File: src/rtl/ssr_pkg.sv
package ssr_pkg;
  typedef enum logic [3:0] {
    S_IDLE, S_U0, S_U1, S_U3, S_UCHK, S_E0, S_E2, S_E3, S_E5, S_FIN
  } walk_st_t;

  localparam int CTL_ENABLE_BIT = 16;
  localparam int DES_GROUP_BIT  = 9;
  localparam int EV_LO          = 6;
  localparam int ACTIVE_BIT     = 31;
  localparam int INVALID_BIT    = 31;

  localparam logic [15:0] XC_ADDR  = 16'h0005;
  localparam logic [15:0] XC_VALID = 16'h002B;
  localparam logic [15:0] XC_SEQ   = 16'h002C;
endpackage

File: src/rtl/ssr_prefix.sv
module ssr_prefix #(
  parameter int AW        = 32,
  parameter int PAGE_BITS = 12
) (
  input  logic [AW-1:0] addr,
  input  logic [AW-1:0] pfx,
  output logic [AW-1:0] phys
);
  localparam int PW = AW - PAGE_BITS;

  logic [PW-1:0] pg;
  logic          unused_pfx_low;

  assign pg             = addr[AW-1:PAGE_BITS];
  assign unused_pfx_low = ^pfx[PAGE_BITS-1:0];

  always_comb begin
    if (pg == '0)
      phys = {pfx[AW-1:PAGE_BITS], addr[PAGE_BITS-1:0]};
    else if (pg == pfx[AW-1:PAGE_BITS])
      phys = {{PW{1'b0}}, addr[PAGE_BITS-1:0]};
    else
      phys = addr;
  end
endmodule

File: src/rtl/ssr_merge.sv
module ssr_merge #(
  parameter int DW       = 64,
  parameter int EXT_MODE = 1
) (
  input  logic [DW-1:0] orig,
  input  logic          ent_invalid,
  input  logic [31:0]   ent_w2,
  input  logic [31:0]   ent_w3,
  input  logic [31:0]   ent_seq,
  input  logic [31:0]   ref_seq,
  output logic [DW-1:0] res,
  output logic [15:0]   code
);
  import ssr_pkg::*;

  localparam logic [DW-1:0] EV_MASK = DW'(3) << EV_LO;

  logic [DW-1:0] ent_des;

  generate
    if (EXT_MODE != 0) begin : g_wide
      assign ent_des = DW'({ent_w2, ent_w3});
    end else begin : g_narrow
      logic unused_w3;
      assign unused_w3 = ^ent_w3;
      assign ent_des   = DW'(ent_w2);
    end
  endgenerate

  always_comb begin
    if (ent_invalid) begin
      res  = '0;
      code = XC_VALID;
    end else if (ent_seq != ref_seq) begin
      res  = '0;
      code = XC_SEQ;
    end else begin
      res  = (orig & EV_MASK) | (ent_des & ~EV_MASK);
      code = '0;
    end
  end
endmodule

File: src/rtl/ssr_walker.sv
module ssr_walker #(
  parameter int AW        = 32,
  parameter int DW        = 64,
  parameter int EXT_MODE  = 1,
  parameter int PAGE_BITS = 12
) (
  input  logic          clk,
  input  logic          rst,
  input  logic          start,
  input  logic [DW-1:0] des_in,
  input  logic [AW-1:0] asteo_in,
  input  logic [31:0]   ctl0,
  input  logic [31:0]   ctl2,
  input  logic [AW-1:0] prefix_in,
  input  logic [AW-1:0] mem_limit,
  output logic          mem_req,
  output logic [AW-1:0] mem_addr,
  input  logic          mem_ack,
  input  logic [31:0]   mem_rdata,
  output logic          done,
  output logic [DW-1:0] result,
  output logic [15:0]   exc_code
);
  import ssr_pkg::*;

  localparam logic [AW-1:0] ORG_MASK = {1'b0, {(AW-7){1'b1}}, 6'b0};
  localparam logic [AW-1:0] OFF_4    = AW'(4);
  localparam logic [AW-1:0] OFF_8    = AW'(8);
  localparam logic [AW-1:0] OFF_12   = AW'(12);
  localparam logic [AW-1:0] OFF_20   = AW'(20);

  walk_st_t      st;
  logic [DW-1:0] des_q;
  logic [AW-1:0] asteo_q, pfx_q, lim_q, base_q, bas_org_q, sub_org_q;
  logic          act_q, inv_q;
  logic [31:0]   seq_q, e2_q, e3_q, e5_q;
  logic [AW-1:0] uct_org, sse_org;
  logic [DW-1:0] merge_res;
  logic [15:0]   merge_code;
  logic          busy;
  logic          unused_ctl0;

  assign busy        = (st != S_IDLE);
  assign unused_ctl0 = ^{ctl0[31:CTL_ENABLE_BIT+1], ctl0[CTL_ENABLE_BIT-1:0]};

  ssr_prefix #(.AW(AW), .PAGE_BITS(PAGE_BITS)) u_pfx_uct (
    .addr(AW'(ctl2) & ORG_MASK), .pfx(prefix_in), .phys(uct_org)
  );

  ssr_prefix #(.AW(AW), .PAGE_BITS(PAGE_BITS)) u_pfx_sse (
    .addr(sub_org_q), .pfx(pfx_q), .phys(sse_org)
  );

  ssr_merge #(.DW(DW), .EXT_MODE(EXT_MODE)) u_merge (
    .orig(des_q), .ent_invalid(inv_q), .ent_w2(e2_q), .ent_w3(e3_q),
    .ent_seq(e5_q), .ref_seq(seq_q), .res(merge_res), .code(merge_code)
  );

  always_ff @(posedge clk) begin
    if (rst) begin
      st        <= S_IDLE;
      done      <= 1'b0;
      result    <= '0;
      exc_code  <= '0;
      mem_req   <= 1'b0;
      mem_addr  <= '0;
      des_q     <= '0;
      asteo_q   <= '0;
      pfx_q     <= '0;
      lim_q     <= '0;
      base_q    <= '0;
      bas_org_q <= '0;
      sub_org_q <= '0;
      act_q     <= 1'b0;
      inv_q     <= 1'b0;
      seq_q     <= '0;
      e2_q      <= '0;
      e3_q      <= '0;
      e5_q      <= '0;
    end else begin
      done <= 1'b0;
      case (st)
        S_IDLE: begin
          if (start) begin
            des_q   <= des_in;
            asteo_q <= asteo_in;
            pfx_q   <= prefix_in;
            lim_q   <= mem_limit;
            if (!ctl0[CTL_ENABLE_BIT] || !des_in[DES_GROUP_BIT]) begin
              done     <= 1'b1;
              result   <= des_in;
              exc_code <= '0;
            end else if (uct_org > mem_limit) begin
              done     <= 1'b1;
              result   <= '0;
              exc_code <= XC_ADDR;
            end else begin
              base_q   <= uct_org;
              mem_addr <= uct_org;
              mem_req  <= 1'b1;
              st       <= S_U0;
            end
          end
        end
        S_U0: if (mem_ack) begin
          bas_org_q <= AW'(mem_rdata) & ORG_MASK;
          mem_addr  <= base_q + OFF_4;
          st        <= S_U1;
        end
        S_U1: if (mem_ack) begin
          act_q     <= mem_rdata[ACTIVE_BIT];
          sub_org_q <= AW'(mem_rdata) & ORG_MASK;
          mem_addr  <= base_q + OFF_12;
          st        <= S_U3;
        end
        S_U3: if (mem_ack) begin
          seq_q   <= mem_rdata;
          mem_req <= 1'b0;
          st      <= S_UCHK;
        end
        S_UCHK: begin
          if (!act_q || asteo_q != bas_org_q) begin
            done     <= 1'b1;
            result   <= des_q;
            exc_code <= '0;
            st       <= S_IDLE;
          end else if (sse_org > lim_q) begin
            done     <= 1'b1;
            result   <= '0;
            exc_code <= XC_ADDR;
            st       <= S_IDLE;
          end else begin
            base_q   <= sse_org;
            mem_addr <= sse_org;
            mem_req  <= 1'b1;
            st       <= S_E0;
          end
        end
        S_E0: if (mem_ack) begin
          inv_q    <= mem_rdata[INVALID_BIT];
          mem_addr <= base_q + OFF_8;
          st       <= S_E2;
        end
        S_E2: if (mem_ack) begin
          e2_q <= mem_rdata;
          if (EXT_MODE != 0) begin
            mem_addr <= base_q + OFF_12;
            st       <= S_E3;
          end else begin
            mem_addr <= base_q + OFF_20;
            st       <= S_E5;
          end
        end
        S_E3: if (mem_ack) begin
          e3_q     <= mem_rdata;
          mem_addr <= base_q + OFF_20;
          st       <= S_E5;
        end
        S_E5: if (mem_ack) begin
          e5_q    <= mem_rdata;
          mem_req <= 1'b0;
          st      <= S_FIN;
        end
        S_FIN: begin
          done     <= 1'b1;
          result   <= merge_res;
          exc_code <= merge_code;
          st       <= S_IDLE;
        end
        default: st <= S_IDLE;
      endcase
    end
  end
endmodule

File: config.mk
export PLATFORM = sky130hd
export DESIGN_NAME = ssr_walker
export DESIGN_NICKNAME = d
export VERILOG_FILES = /design/src/rtl/ssr_pkg.sv /design/src/rtl/ssr_prefix.sv /design/src/rtl/ssr_merge.sv /design/src/rtl/ssr_walker.sv
export SDC_FILE = /design/constraint.sdc
export NUM_CORES = 1
export LEC_CHECK = 0
export BUFFER_PORTS_ARGS = -buffer_cell sky130_fd_sc_hd__clkbuf_2
export CORE_MARGIN = 2
export CORE_UTILIZATION = 45
export CTS_CLUSTER_DIAMETER = 100
export DETAILED_ROUTE_END_ITERATION = 16
export GPL_TIMING_DRIVEN = 0
export HOLD_SLACK_MARGIN = 0.06
export PLACE_DENSITY_LB_ADDON = 0.12
export SYNTH_ARGS = -nofsm -noshare
export SYNTH_HDL_FRONTEND = slang
export SYNTH_SLANG_ARGS = --single-unit
File: constraint.sdc
create_clock -name clk -period 3.85 [get_ports clk]
set_input_delay 0.77 -clock clk [delete_from_list [all_inputs] [get_ports clk]]
set_output_delay 0.77 -clock clk [all_outputs]
set_load 0.01 [all_outputs]
==> impl_results.md <==
* Status: finished with violations
* Failing checks: negative setup slack
* I/O pins at 374
* Area grow syn2layout at 37.1%
* Vias at roughly 22000
* # DRC at 0
* Yosys reg bits at around 460
* CTS Buffer Depth at 3
* Reg power frac at between 30 and 40%
* Avg Cell Area, Syn at between 8 and 9 µm²
* Fin crit share at 108%
* Main combinational cell family by area after synthesis: compound AO/OA/AOI/OAI gates
* Post-synth top cells: 718 x nand2_1, 455 x dfxtp_1, 364 x a21oi_1
* Setup Skew at approximately 17 ps
* Comb power frac at 25.4%
* Sw power at between 4000 and 5000 µW
* Starting Density at 45.7%
* Multiplexer area fraction after synthesis at under 10%
* Critical path startpoint category: flop
* Hold crit path type: input port to flop
* DR WL/cell at 23.8 µm
* Post-synth top area cell: dfxtp_1
* Final Net Count at around 3300
* Vias in the first global route at between 20000 and 25000
* Top cells by area, synth: dfxtp_1 44%, nand2_1 13%, a21oi_1 8.7%
* Yosys cell types at 59
* # hold bufs at CTS at 0
* IO buf count at 308
* Simple-Gate Fraction of Synth Area at a little under a fifth
* Clock power share at 35.7%
* Req. time, crit path at 4320 ps
* CTS buffer count at 49
* Clock Latency Late Sink at roughly 600 ps
* Internal power at around 9400 µW
* Min-Delay Startpoint: asteo_in[30]
* Worst setup path category: flop to flop
* Slew @ Worst Pin at 1460 ps
* Root Buffer: clkbuf_16
* Worst slew margin at ~2.3%
* Die area at a little under 0.05 mm²
* Layout Utilization at 62.7%
* Adder-Cell Fraction of Synth Area at 3.12%
* Synth Area in Compound Gates at 23.5%
* Yosys Warn Count at 0
* DP Wirelength at 61600 µm
* Initial antenna violation count at 1
* Crit path DAT at approximately 4600 ps
* Crit end category: flop
* CTS Sinks at 455
* Std cell rows at 78
* Tot GR Track Use at 34.1%
* Synthesized area at 0.0208 mm²
* Max Clock Freq at 241 MHz
* Initial drt markers at ~2400
* Routed WL at 87100 µm
* Most common cell in the netlist: nand2_1
* H-tree depth at 2
* Setup Slack @ Placement at -1530 ps
* Post-Synth XOR/XNOR Area at 4.12%
* Gate Count Post-Synth at 2574
* Antenna Nets Post-Route at 0
* Initial DRT Pass Iterations at 14
* Max incr delay on CP at 370 ps
* Worst R2R Start: pfx_q[22]
* Number of max-cap violations at 0
* Slew Viols, Final at 0
* Slowest CP cell: dfxtp_4
* CP Cell Sequence: xor2_2 -> nor4_2 -> nand3_2 -> buf_8 -> a22o_4 -> ha_1 -> nand4_1 -> nor4_4 -> nand2_1 -> o211a_1 -> a21oi_4 -> buf_12 -> o211a_4 -> buf_12 -> buf_12 -> buf_12 -> buf_12 -> a211oi_2
* Core area at about 0.046 mm²
* Vert. Die Dim at 219 µm
* Sequential fraction of the synthesis area at 43.7%
* Pin count of the biggest net entering global routing at 14
* Vias per cell at 6.03
* Crit. Startpoint: pfx_q[22]
* Pwr/cell area at 481 mW/mm²
* Max FO, Critical Path at 8
* Post-synth EDFFs at 0
* Leak Pwr at 0.0108 µW
* Prevailing post-synth register cell: dfxtp_1
* Switch share at 31.8%
* Final setup viols at around 130
* First-pass GRT wire length at 123000 µm
* Crit path time final at 4150 ps
* Share of cells above drive strength 1 at approximately 28%
* Final worst slack at -297 ps
* Fillcell total at around 4000
* Worst-path clk slew at 60 ps
* Die W at 219 µm
* Post-synth top area share at a little over two fifths
* CP dominant cell by count: buf_12
* Max IR drop VDD at 457 µV
* Global route overflow at 0
* GP Congestion at 0.979
* CTS tree: built
* RSZ-0062 raised after global routing: true
* Asr flop ratio synth at 0%
* Final hold vios at 0
-- critical path: cells and delay by family, from the launching register on --
| family | cells | cell delay [ps] |
|---|---|---|
| compound gates | 5 | 950 |
| flops | 1 | 370 |
| buf+inv | 6 | 880 |
| fa+ha+maj | 1 | 320 |
| simple gates | 5 | 1290 |
| xor+xnor | 1 | 180 |
-- area by class of cell --
class                      count  area (µm²)  share of cell area (%)
clock inverter                14         178                   0.622
tap                          600         751                    2.63
buffer                       223        1430                    5.02
sequential                   455        9170                    32.1
timing repair buffer         379        2680                    9.39
clock buffer                  75        1480                    5.16
antenna                        1        2.50                 0.00876
multi-input combinational   1851       12700                    44.3
inverter                      58         218                   0.762
-- per-stage QoR --
step / total power, µW / hold slack, ps / instances / TNS, ps / area (µm²)
finish: 13800 / 381 / 3656 / -26430 / 28600
global route: 14200 / 370 / 3656 / -42390 / 28600
CTS: 13100 / 362 / 3621 / -10900 / 26500
detailed placement: 7740 / 447 / 3495 / -155960 / 23200
global placement: 7680 / 441 / 3495 / -155330 / 23200
floorplan: 6750 / 432 / 2587 / -27.2 / 20900
-- what timing repair did --
action                                  CTS  global route
cloned                                    9            17
hold endpoints to repair                  0             0
setup buffers                            28            21
endpoints found under the setup margin  127           127
pin swaps                                57            89
resized for setup                       277           342
-- state kept, by name (all words and copies together) (netlist names) --
signal	flops
des_q	64
result	64
asteo_q	32
e2_q	32
e5_q	32
lim_q	32
seq_q	32
e3_q	30
mem_addr	29
base_q	26
bas_org_q	25
sub_org_q	25
pfx_q	20
exc_code	4
st	4
act_q	1
done	1
inv_q	1
mem_req	1
-- per-layer routing --
metal | part of all wire [%] | wire length (µm) | global-route usage (%) | vias to the layer above
met5 | 0 | 0 | 0 | -
met4 | 3.8 | 3330 | 12.4 | 0
met3 | 11 | 9320 | 7.36 | 224
met2 | 43 | 37800 | 51.3 | 1239
met1 | 42 | 36600 | 47.9 | 10611
li1 | - | - | - | 9973
-- cell families (layout without fill, tap and decap cells) --
group / count (synthesis) / count (layout)
fa+ha+maj: 52 / 52
xor+xnor: 98 / 98
other cells: 1 / 15
mux: 22 / 22
simple gates: 951 / 951
buf+inv: 281 / 749
flops: 455 / 455
compound gates: 714 / 714
-- worst paths after layout --
check	end	slack [ps]	depth (start not counted)
max	result[33]	-300	18
min	asteo_q[30]	380	3
max reg2reg	result[33]	-300	18
min reg2reg	asteo_q[0]	450	2
-- power groups by stage --
| stage | sequential (µW) | clock (µW) | combinational (µW) |
|---|---|---|---|
| after floorplan | 5380 | 0 | 1370 |
| after global placement | 5360 | 0 | 2320 |
| after detailed placement | 5380 | 0 | 2360 |
| after CTS | 5290 | 4930 | 2900 |
| after global routing | 5380 | 5110 | 3690 |
| final | 5350 | 4910 | 3490 |
-- layout by cell type (no fill, tap or decap), drive strengths merged, types with 38 or more instances in the layout --
cell and n:
xnor2 79, ha 52, buf 139, a211oi 94, a21oi 365, clkbuf 538
inv 60, a31oi 55, dfxtp 455, nand3 40, nor2 90, nand2 718
a22o 38, a222oi 80
No activity file was read; power rests on OpenSTA's default activity.
